### src/rtl/flash_seq_pkg.sv
package flash_seq_pkg;

  typedef enum logic [2:0] {
    SQ_IDLE,
    SQ_GOT_AA,
    SQ_GOT_55,
    SQ_PROG_DATA,
    SQ_ERS_SETUP,
    SQ_ERS_AA,
    SQ_ERS_55
  } seq_state_t;

  localparam logic [7:0] BYTE_UNLK1   = 8'hAA;
  localparam logic [7:0] BYTE_UNLK2   = 8'h55;
  localparam logic [7:0] BYTE_PROG    = 8'hA0;
  localparam logic [7:0] BYTE_ERS     = 8'h80;
  localparam logic [7:0] BYTE_ID      = 8'h90;
  localparam logic [7:0] BYTE_EXIT    = 8'hF0;
  localparam logic [7:0] BYTE_SECTOR  = 8'h30;
  localparam logic [7:0] BYTE_BLOCK   = 8'h50;
  localparam logic [7:0] BYTE_CHIP    = 8'h10;

endpackage

### src/rtl/fsq_pin_sync.sv
module fsq_pin_sync #(
  parameter int   STAGES  = 2,
  parameter logic RST_VAL = 1'b1
) (
  input  logic clk,
  input  logic rst,
  input  logic din,
  output logic dout
);
  logic [STAGES-1:0] chain;

  generate
    for (genvar i = 0; i < STAGES; i++) begin : g_stage
      if (i == 0) begin : g_first
        always_ff @(posedge clk) begin
          if (rst) chain[0] <= RST_VAL;
          else     chain[0] <= din;
        end
      end else begin : g_next
        always_ff @(posedge clk) begin
          if (rst) chain[i] <= RST_VAL;
          else     chain[i] <= chain[i-1];
        end
      end
    end
  endgenerate

  assign dout = chain[STAGES-1];
endmodule

### src/rtl/fsq_wr_qual.sv
module fsq_wr_qual #(
  parameter int AW          = 19,
  parameter int MIN_LOW_CYC = 3
) (
  input  logic          clk,
  input  logic          rst,
  input  logic          we_s,
  input  logic          oe_s,
  input  logic          rst_ok,
  input  logic          busy,
  input  logic [AW-1:0] addr,
  input  logic [7:0]    wdata,
  output logic          wr_evt,
  output logic [AW-1:0] wr_addr,
  output logic [7:0]    wr_data
);
  localparam int CW = (MIN_LOW_CYC < 2) ? 1 : $clog2(MIN_LOW_CYC + 1);
  localparam logic [CW-1:0] CNT_MIN = CW'(MIN_LOW_CYC);

  logic          we_q;
  logic [CW-1:0] low_cnt;
  logic          spoiled;
  logic          spoil_now;

  assign spoil_now = !oe_s || !rst_ok;

  always_ff @(posedge clk) begin
    if (rst) begin
      we_q    <= 1'b1;
      low_cnt <= '0;
      spoiled <= 1'b0;
      wr_evt  <= 1'b0;
      wr_addr <= '0;
      wr_data <= '0;
    end else begin
      we_q   <= we_s;
      wr_evt <= 1'b0;
      if (!we_s) begin
        wr_addr <= addr;
        wr_data <= wdata;
        if (we_q) begin
          low_cnt <= CW'(1);
          spoiled <= spoil_now;
        end else begin
          if (low_cnt < CNT_MIN) low_cnt <= low_cnt + 1'b1;
          spoiled <= spoiled | spoil_now;
        end
      end else if (!we_q) begin
        wr_evt  <= (low_cnt >= CNT_MIN) && !spoiled && !spoil_now && !busy;
        low_cnt <= '0;
        spoiled <= 1'b0;
      end
    end
  end
endmodule

### src/rtl/fsq_cmd_fsm.sv
module fsq_cmd_fsm
  import flash_seq_pkg::*;
#(
  parameter int            AW       = 19,
  parameter logic [AW-1:0] UNLK_A1  = AW'('h5555),
  parameter logic [AW-1:0] UNLK_A2  = AW'('h2AAA)
) (
  input  logic          clk,
  input  logic          rst,
  input  logic          rst_ok,
  input  logic          wr_evt,
  input  logic [AW-1:0] wr_addr,
  input  logic [7:0]    wr_data,
  output logic          cmd_prog,
  output logic          cmd_sec_erase,
  output logic          cmd_blk_erase,
  output logic          cmd_chip_erase,
  output logic [AW-1:0] cmd_addr,
  output logic [7:0]    cmd_data,
  output logic          id_mode
);
  seq_state_t state, state_nx;
  logic       id_nx;
  logic       prog_nx, sec_nx, blk_nx, chip_nx;
  logic       at_a1, at_a2;

  assign at_a1 = (wr_addr == UNLK_A1);
  assign at_a2 = (wr_addr == UNLK_A2);

  always_comb begin
    state_nx = state;
    id_nx    = id_mode;
    prog_nx  = 1'b0;
    sec_nx   = 1'b0;
    blk_nx   = 1'b0;
    chip_nx  = 1'b0;
    if (wr_evt) begin
      if (state != SQ_PROG_DATA && wr_data == BYTE_EXIT) begin
        id_nx    = 1'b0;
        state_nx = SQ_IDLE;
      end else begin
        state_nx = SQ_IDLE;
        unique case (state)
          SQ_IDLE:
            if (at_a1 && wr_data == BYTE_UNLK1) state_nx = SQ_GOT_AA;
          SQ_GOT_AA:
            if (at_a2 && wr_data == BYTE_UNLK2) state_nx = SQ_GOT_55;
          SQ_GOT_55:
            if (at_a1) begin
              if (wr_data == BYTE_PROG)     state_nx = SQ_PROG_DATA;
              else if (wr_data == BYTE_ERS) state_nx = SQ_ERS_SETUP;
              else if (wr_data == BYTE_ID)  id_nx    = 1'b1;
            end
          SQ_PROG_DATA:
            prog_nx = 1'b1;
          SQ_ERS_SETUP:
            if (at_a1 && wr_data == BYTE_UNLK1) state_nx = SQ_ERS_AA;
          SQ_ERS_AA:
            if (at_a2 && wr_data == BYTE_UNLK2) state_nx = SQ_ERS_55;
          SQ_ERS_55: begin
            sec_nx  = (wr_data == BYTE_SECTOR);
            blk_nx  = (wr_data == BYTE_BLOCK);
            chip_nx = (wr_data == BYTE_CHIP);
          end
          default: state_nx = SQ_IDLE;
        endcase
      end
    end
  end

  always_ff @(posedge clk) begin
    if (rst || !rst_ok) begin
      state          <= SQ_IDLE;
      id_mode        <= 1'b0;
      cmd_prog       <= 1'b0;
      cmd_sec_erase  <= 1'b0;
      cmd_blk_erase  <= 1'b0;
      cmd_chip_erase <= 1'b0;
      cmd_addr       <= '0;
      cmd_data       <= '0;
    end else begin
      state          <= state_nx;
      id_mode        <= id_nx;
      cmd_prog       <= prog_nx;
      cmd_sec_erase  <= sec_nx;
      cmd_blk_erase  <= blk_nx;
      cmd_chip_erase <= chip_nx;
      if (prog_nx || sec_nx || blk_nx || chip_nx) begin
        cmd_addr <= wr_addr;
        cmd_data <= wr_data;
      end
    end
  end
endmodule

### src/rtl/fsq_rd_path.sv
module fsq_rd_path #(
  parameter int         AW     = 19,
  parameter logic [7:0] ID_MFR = 8'hBF,
  parameter logic [7:0] ID_DEV = 8'h60
) (
  input  logic          clk,
  input  logic          rst,
  input  logic          rst_ok,
  input  logic          oe_s,
  input  logic          we_s,
  input  logic          id_mode,
  input  logic [AW-1:0] addr,
  input  logic [7:0]    array_rd_data,
  output logic [7:0]    rd_data,
  output logic          rd_oe
);
  logic [7:0] id_byte;

  always_comb begin
    if (addr[AW-1:1] != '0) id_byte = 8'h00;
    else if (addr[0])       id_byte = ID_DEV;
    else                    id_byte = ID_MFR;
  end

  always_ff @(posedge clk) begin
    if (rst) begin
      rd_data <= '0;
      rd_oe   <= 1'b0;
    end else begin
      rd_oe   <= rst_ok && !oe_s && we_s;
      rd_data <= id_mode ? id_byte : array_rd_data;
    end
  end
endmodule

### src/rtl/flash_cmd_seq.sv
module flash_cmd_seq #(
  parameter int AW          = 19,
  parameter int SYNC_STAGES = 2,
  parameter int MIN_LOW_CYC = 3
) (
  input  logic          clk,
  input  logic          rst,
  input  logic          pin_rst_n,
  input  logic          pin_oe_n,
  input  logic          pin_we_n,
  input  logic [AW-1:0] addr,
  input  logic [7:0]    wdata,
  input  logic          array_busy,
  input  logic [7:0]    array_rd_data,
  output logic          cmd_prog,
  output logic          cmd_sec_erase,
  output logic          cmd_blk_erase,
  output logic          cmd_chip_erase,
  output logic [AW-1:0] cmd_addr,
  output logic [7:0]    cmd_data,
  output logic          id_mode,
  output logic [7:0]    rd_data,
  output logic          rd_oe
);
  logic          rst_ok, oe_s, we_s;
  logic          wr_evt;
  logic [AW-1:0] wr_addr;
  logic [7:0]    wr_data;

  fsq_pin_sync #(.STAGES(SYNC_STAGES), .RST_VAL(1'b0)) u_sync_rst (
    .clk(clk), .rst(rst), .din(pin_rst_n), .dout(rst_ok));
  fsq_pin_sync #(.STAGES(SYNC_STAGES), .RST_VAL(1'b1)) u_sync_oe (
    .clk(clk), .rst(rst), .din(pin_oe_n), .dout(oe_s));
  fsq_pin_sync #(.STAGES(SYNC_STAGES), .RST_VAL(1'b1)) u_sync_we (
    .clk(clk), .rst(rst), .din(pin_we_n), .dout(we_s));

  fsq_wr_qual #(.AW(AW), .MIN_LOW_CYC(MIN_LOW_CYC)) u_qual (
    .clk(clk), .rst(rst), .we_s(we_s), .oe_s(oe_s), .rst_ok(rst_ok),
    .busy(array_busy), .addr(addr), .wdata(wdata),
    .wr_evt(wr_evt), .wr_addr(wr_addr), .wr_data(wr_data));

  fsq_cmd_fsm #(.AW(AW)) u_fsm (
    .clk(clk), .rst(rst), .rst_ok(rst_ok), .wr_evt(wr_evt),
    .wr_addr(wr_addr), .wr_data(wr_data),
    .cmd_prog(cmd_prog), .cmd_sec_erase(cmd_sec_erase),
    .cmd_blk_erase(cmd_blk_erase), .cmd_chip_erase(cmd_chip_erase),
    .cmd_addr(cmd_addr), .cmd_data(cmd_data), .id_mode(id_mode));

  fsq_rd_path #(.AW(AW)) u_rd (
    .clk(clk), .rst(rst), .rst_ok(rst_ok), .oe_s(oe_s), .we_s(we_s),
    .id_mode(id_mode), .addr(addr), .array_rd_data(array_rd_data),
    .rd_data(rd_data), .rd_oe(rd_oe));
endmodule

### config.mk
export PLATFORM = sky130hd
export DESIGN_NAME = flash_cmd_seq
export DESIGN_NICKNAME = d
export VERILOG_FILES = /design/src/rtl/flash_seq_pkg.sv /design/src/rtl/fsq_pin_sync.sv /design/src/rtl/fsq_wr_qual.sv /design/src/rtl/fsq_cmd_fsm.sv /design/src/rtl/fsq_rd_path.sv /design/src/rtl/flash_cmd_seq.sv
export SDC_FILE = /design/constraint.sdc
export NUM_CORES = 1
export LEC_CHECK = 0
export CORE_MARGIN = 2
export CORE_UTILIZATION = 44
export DETAILED_ROUTE_END_ITERATION = 10
export MAX_ROUTING_LAYER = met4
export PLACE_DENSITY = 0.83
export SYNTH_ARGS = -nofsm -noshare
export SYNTH_HDL_FRONTEND = slang
export SYNTH_SLANG_ARGS = --single-unit
export TNS_END_PERCENT = 50
### constraint.sdc
create_clock -name clk -period 1.45 [get_ports clk]
set_input_delay 0.3625 -clock clk [delete_from_list [all_inputs] [get_ports clk]]
set_output_delay 0.3625 -clock clk [all_outputs]
set_load 0.03 [all_outputs]
==> results of run 1 <==
[state kept, by name, summed over array words and instances, names as in the netlist]
name / cells
u_fsm.cmd_addr: 19
u_fsm.cmd_blk_erase: 1
u_fsm.cmd_chip_erase: 1
u_fsm.cmd_data: 8
u_fsm.cmd_prog: 1
u_fsm.cmd_sec_erase: 1
u_fsm.id_mode: 1
u_fsm.state: 3
u_qual.low_cnt: 2
u_qual.spoiled: 1
u_qual.we_q: 1
u_qual.wr_addr: 19
u_qual.wr_data: 8
u_qual.wr_evt: 1
u_rd.rd_data: 8
u_rd.rd_oe: 1
u_sync_oe.chain: 1
u_sync_oe.dout: 1
u_sync_rst.chain: 1
u_sync_rst.dout: 1
u_sync_we.chain: 1
u_sync_we.dout: 1
[cells in the final DEF, fill, tap and decap left out, drive strengths merged, types with 5 or more instances in the layout]
cell type,count
dlymetal6s2s,17
mux2i,28
buf,65
or2,5
a21oi,38
nand2b,5
dlygate4sd2,5
nor3,8
dfxtp,82
nor2b,6
nor2,39
nor4,7
clkbuf,29
nand2,69
clkdlybuf4s50,23
clkdlybuf4s15,15
[synthesized netlist by cell type, types with 2 or more instances]
library cell / n
a21oi_2: 20
clkbuf_1: 13
buf_2: 2
dfxtp_1: 82
a22oi_1: 2
o21ai_0: 3
nand3_1: 4
nand4_1: 2
nand2_1: 69
nor2b_1: 6
or3_1: 2
nor4bb_1: 3
nor4_1: 6
a21oi_1: 18
nand2b_1: 5
a31oi_1: 3
or2_2: 5
buf_6: 3
mux2i_1: 28
nor3_1: 8
o21bai_1: 2
nor4b_1: 3
nor2_1: 39
and3b_1: 2
and4b_1: 2
nand3b_1: 2
[power groups by stage]
stage | Sequential, mW | Clock (mW) | Combinational, mW
after floorplan | 2.40 | 0 | 0.138
after global placement | 2.38 | 0 | 0.409
after detailed placement | 2.38 | 0 | 0.418
after CTS | 2.33 | 2.00 | 0.422
after global routing | 2.34 | 2.10 | 0.454
final | 2.33 | 1.97 | 0.422
[worst register-to-register path, cell delays in order (launching register included)]
cell       delay (ns)
dfxtp_4          0.36
or3_4            0.42
nor4_4           0.24
buf_4            0.17
o21ai_4          0.10
clkbuf_16        0.20
nand2_1          0.08
a21oi_2          0.05
[through the flow]
step / instance area, µm² / worst slack (ns) / power [mW] / cells / TNS, ns
global route: 5030 / -0.347 / 4.89 / 592 / -9.74
global placement: 4610 / -0.551 / 2.79 / 573 / -10.38
finish: 5030 / -0.275 / 4.73 / 592 / -7.42
detailed placement: 4610 / -0.636 / 2.80 / 573 / -11.58
CTS: 4940 / -0.254 / 4.75 / 590 / -7.59
floorplan: 3280 / -0.122 / 2.54 / 354 / -2.79
[layout make-up]
class,count,area share
sequential,82,0.327
timing repair buffer,144,0.261
multi-input combinational,250,0.338
clock buffer,10,0.0273
clock inverter,5,0.0204
tap,99,0.0246
inverter,2,0.00149
[routing by layer]
layer | wire length, µm | track usage | up-vias
li1 | - | - | 1484
met1 | 3940 | 0.286 | 1429
met2 | 4390 | 0.379 | 91
met3 | 449 | 0.0434 | 15
met4 | 189 | 0.0821 | 0
met5 | 0 | - | -
[cells by family (layout without fill, tap and decap cells)]
| kind of cell | Yosys count | count (layout) |
|---|---|---|
| mux | 28 | 28 |
| compound gates | 55 | 55 |
| fa+ha+maj | 1 | 1 |
| simple gates | 166 | 166 |
| flops | 82 | 82 |
| buf+inv | 22 | 161 |
[what timing repair did]
item                                    in CTS  in global routing
pin swaps                                   10                 15
cloned                                       1                  1
gates resized for setup                     86                 74
endpoints found under the setup margin      78                 67
buffers inserted                             1                  1
endpoints found under the hold margin        0                  0
[worst paths after layout]
check	startpoint	to	slack, ns	cells after the start
hold reg to reg	u_sync_oe.chain[0]	u_sync_oe.dout	0.42	1
hold / removal	addr[16]	u_qual.wr_addr[16]	0.32	3
setup reg to reg	u_qual.wr_data[0]	u_fsm.cmd_data[4]	-0.27	7
setup / recovery	u_qual.wr_data[0]	u_fsm.cmd_data[4]	-0.27	7
==> metrics, run 1 <==
status=finished with violations; failing checks=negative setup slack; Slew @ Worst Pin=0.391 ns; aggregate global-route resource usage=0.231; hold buffer count at cts=0; clock share of power=0.417; Core ar.=between 7000 and 8000 µm²; Die Y-Extent=about 90 µm; largest family of logic cells by synthesized area=simple AND/OR/NAND/NOR gates; Iteration-0 DRC Markers=177; Int Pwr=~3.7 mW; critical path arrival=between 1.5 and 2 ns; Core Util, Final=0.698; slowest CP cell=or3_4; Mapped Nets=396; DP HPWL=around 6500 µm; Worst Path Required=1.69 ns; share of cells above drive strength 1=0.353; Fillers=570; clock-pin slew on the worst setup and hold paths=0.08 ns; vias per std cell=5.10; unique cell type count in the Yosys netlist=46; Post-synth EDFFs=0; die span in x=90.3 µm; Mapped Area=3270 µm²; CTS buffer count=9; RSZ-0062 raised after global routing=true; critical path cell sequence=or3_4 > nor4_4 > buf_4 > o21ai_4 > clkbuf_16 > nand2_1 > a21oi_2; post-route ant nets=0; multi-input logic area=1700 µm²; number of port buffers=81; final wirelength=8970 µm; number of global-route vias before repair=3040; CTS Root Cell=clkbuf_8; Worst Skew=0.00656 ns; Post-Synth Simple-Gate Area=0.256; CP delay by family, top=simple AND/OR/NAND/NOR gates; top cells by area, synth=dfxtp_1 50%, mux2i_1 8.6%, nand2_1 7.9%, a21oi_2 5.3%, nor2_1 4.5%; CP Max Fanout=10; final max-slew violation count=0; initial antenna violation count=0; row cnt=31; first-pass GRT wire length=14600 µm; XOR/XNOR Fraction of Synth Area=0; Switch Pwr=1.02 mW; Final WS setup=-0.275 ns; Worst Hold Class=primary input to register; largest net degree at the start of global routing=29; Hold Fails Final Rpt=0; Final period util=1.19; Max-slew headroom=0.737; final setup violation count=31; Seq cells post-synth=82; maxcap violations=0; Synth Warn #=0; FF/Latch Area=between 1500 and 2000 µm²; CTS tree=done; Initial DRT Pass Iterations=4; leakage power=approximately 2.2 nW; maximum VDD drop=0.000612 V; routability cong.=about 0.89; area delta synth->final=53.7%; Sink Count=82; die area=8150 µm²; post-synthesis mux area share=0.0856; clk buf depth=2; Via Count=3019; fraction of power consumed by combinational cells=0.089; sequential cell area fraction in the yosys report=0.501; adder-cell area share of the yosys netlist=0.00382; IO Count=82; Async SR Flop Fraction=0; Starting Density=0.454; mean post-synth cell area=9.25 µm²; highest clock rate=580 MHz; Yosys top cell by area=dfxtp_1; Residual DRC=0; Cells after Synth=approximately 350; Largest stage delay, worst path=0.42 ns; per-cell routed wire length=15.1 µm; Setup crit end kind=register; Startpoint Class=register; grt total ovfl=0; worst path bufs/invs=2; post-route minimum period=between 1.5 and 2 ns; Final #Nets=531; WS Path Type=register to register; sequential fraction of design power=0.493; antenna cells=0; Clock Latency Late Sink=0.35 ns; top-area cell type share of the netlist area=0.501; Sw Ratio=0.215; Compound-Gate Fraction of Synth Area=0.120; H-Tree Level Count=3; Power Density=939 nW/µm²; Primary FF master, synth=dfxtp_1; Hold WS=0.320 ns
Power figures use the tool's default switching activity.
==> run 2: changes to the inputs <==
--- a/config.mk
+++ b/config.mk
@@ -6,10 +6,11 @@
 export NUM_CORES = 1
 export LEC_CHECK = 0
 export CORE_MARGIN = 2
-export CORE_UTILIZATION = 44
+export CORE_UTILIZATION = 45
 export DETAILED_ROUTE_END_ITERATION = 10
+export DONT_BUFFER_PORTS = 1
 export MAX_ROUTING_LAYER = met4
-export PLACE_DENSITY = 0.83
+export PLACE_DENSITY = 0.73
 export SYNTH_ARGS = -nofsm -noshare
 export SYNTH_HDL_FRONTEND = slang
 export SYNTH_SLANG_ARGS = --single-unit
==> run 2 against run 1 <==
The flow still finishes with violations (negative setup slack). Die area decreased by 2.1%. Via count fell by 12%. Final area fell by 18%. Critical path depth stayed put. First-iteration DRC count fell by 9.6%. Global-route usage down 2.3 points. Sequential power is essentially flat. Clock power grew 18%. Non-clock buffer count decreased by 96. Hold slack got worse by 0.25 ns.
==> metrics, run 2 (synthesis gave the netlist of run 1 again) <==
status=finished with violations; failing checks=negative setup slack; leakage power=1.62 nW (-27%); Max-slew headroom=0.766 (+0.0284); grt met2 use=0.342 (-0.0370); hold buffer count at cts=0 (unchanged); IO Count=82 (unchanged); clk buf depth=2 (unchanged); per-cell routed wire length=16.0 µm (+5.4%); met3 Usage GRT=0.0591 (+0.0157); CTS Root Cell=clkbuf_8; GR Util met1=0.240 (-0.0465); Die Y-Extent=89.3 µm (-1.1%); critical path arrival=1.95 ns (-0.02 ns); Worst Path Required=1.69 ns (about the same); DP HPWL=5570 µm (-14%); Hold WS=0.0695 ns (-0.250 ns); Starting Density=0.459 (+0.00493); post-route ant nets=0 (unchanged); maximum VDD drop=0.000628 V (+2.6%); Core ar.=7140 µm² (-1.1%); RSZ-0062 raised after global routing=true; Hold Fails Final Rpt=0 (unchanged); Worst Hold Class=primary input to register; post-route minimum period=1.71 ns (-0.0184 ns); number of global-route vias before repair=2540 (-16%); grt total ovfl=0 (unchanged); final wirelength=7940 µm (-12%); antenna cells=0 (unchanged); die area=7970 µm² (-2.1%); Final WS setup=-0.256 ns (+0.0184 ns); share of cells above drive strength 1=0.294 (-0.0590); Residual DRC=0 (unchanged); sequential fraction of design power=0.480 (-0.013); row cnt=31 (unchanged); Top Registers=u_fsm.cmd_addr (19), u_qual.wr_addr (19); CTS buffer count=9 (unchanged); H-Tree Level Count=3 (unchanged); number of port buffers=0 (-100%); Iteration-0 DRC Markers=160 (-9.6%); clock share of power=0.474 (+0.057); CTS tree=done; Slew @ Worst Pin=0.348 ns (-0.0426 ns); final max-slew violation count=0 (unchanged); Startpoint Class=register; commonest non-fill, non-tap cell in the layout=dfxtp_1; first-pass GRT wire length=11900 µm (-18%); Initial DRT Pass Iterations=4 (unchanged); maxcap violations=0 (unchanged); CP Max Fanout=21 (+11); Final Non-Filler Cells=497 (-16%); initial antenna violation count=0 (unchanged); WS Path Type=register to register; largest net degree at the start of global routing=48 (+66%); fraction of power consumed by combinational cells=0.046 (-0.043); routability cong.=1.01 (+14%); Switch Pwr=0.992 mW (-2.5%); clock-pin slew on the worst setup and hold paths=0.08 ns (about the same); vias per std cell=5.33 (+4.4%); placed cells=478 (-17%); Setup crit end kind=register; Power Density=1190 nW/µm² (+27%); Final #Nets=435 (-18%); highest clock rate=586 MHz (+1.1%); Clock Latency Late Sink=0.36 ns (about the same); most frequent cells in the layout=77 x dfxtp_1, 68 x nand2_1, 42 x buf_4; Sink Count=82 (unchanged); area delta synth->final=25.6%; Int Pwr=3.91 mW (+5.5%); Worst Skew=0.0118 ns (+0.00523 ns); die span in x=89.3 µm (-1.1%); Via Count=2647 (-12%); Sw Ratio=0.202 (-0.0130); Final period util=1.18 (-0.0127); busiest grt layer=met2; final setup violation count=32 (+3.2%); aggregate global-route resource usage=0.208 (-0.0226)
==> run 2: cell count changes in the layout (fill, tap and decap cells not counted), moves of 5 or more <==
| cell | change |
|---|---|
| nand2_2 | -13 |
| clkbuf_2 | -18 |
| dlygate4sd2_1 | -5 |
| nand2_1 | +15 |
| clkdlybuf4s15_1 | -12 |
| clkdlybuf4s50_1 | -23 |
| dlymetal6s2s_1 | -17 |
| buf_4 | -14 |
==> run 2: timing repair <==
| action | in CTS | in global routing |
|---|---|---|
| buffers inserted | 1 | 1 |
| pin swaps | 4 | 3 |
| gates resized for setup | 10 | 10 |
| setup endpoints to repair | 32 | 40 |
| cloned | 0 | 1 |
==> run 2: path summary, 6_finish.rpt <==
kind / slack, ns / start / end / cells after the start
min: 0.07 / rst / u_sync_rst.chain[0] / 1
min reg2reg: 0.41 / u_sync_oe.chain[0] / u_sync_oe.dout / 1
max: -0.26 / u_qual.wr_data[1] / u_fsm.cmd_addr[7] / 7
max reg2reg: -0.26 / u_qual.wr_data[1] / u_fsm.cmd_addr[7] / 7
==> run 2: power by group through the flow <==
stage                     clock [mW]  sequential (mW)  combinational, mW
final                           2.32             2.36              0.224
after global routing            2.47             2.36              0.244
after CTS                       2.36             2.36              0.219
after detailed placement           0             2.41              0.206
after global placement             0             2.41              0.200
after floorplan                    0             2.40              0.138
==> run 2: stage by stage <==
stage                     utilization  area [µm²]  setup TNS [ns]  setup WS, ns  total power [mW]
final                           0.576        4110           -6.98        -0.256              4.91
after global routing            0.576        4110           -9.34        -0.330              5.08
after CTS                       0.566        4040           -5.80        -0.233              4.93
after detailed placement        0.517        3690           -6.36        -0.243              2.61
after global placement          0.517        3690           -5.08        -0.194              2.61
after floorplan                     -        3280           -2.79        -0.122              2.54
==> run 2: final cells by class <==
class / count / area (µm²)
multi-input cells: 250 / 1610
clock buffers: 9 / 124
repair buffers: 48 / 432
fillers: 628 / 3020
clock inverters: 7 / 165
flip-flops and latches: 82 / 1650
well taps: 99 / 124
inverters: 2 / 7.51
==> run 2: worst max-delay path, cell delays in order, from the launching register on <==
cell and delay, ns:
dfxtp_2 0.35, or3_4 0.40, nor4_4 0.26, buf_4 0.17, o21ai_2 0.08, buf_12 0.18
nand2_1 0.09, a21oi_2 0.06
==> run 2: metal layers <==
layer / wire length, µm / vias to the layer above / part of all wire
met1: 3370 / 1243 / 0.42
met4: 119 / 0 / 0.015
li1: - / 1301 / -
met2: 3890 / 93 / 0.49
met3: 562 / 10 / 0.071
met5: 0 / - / 0
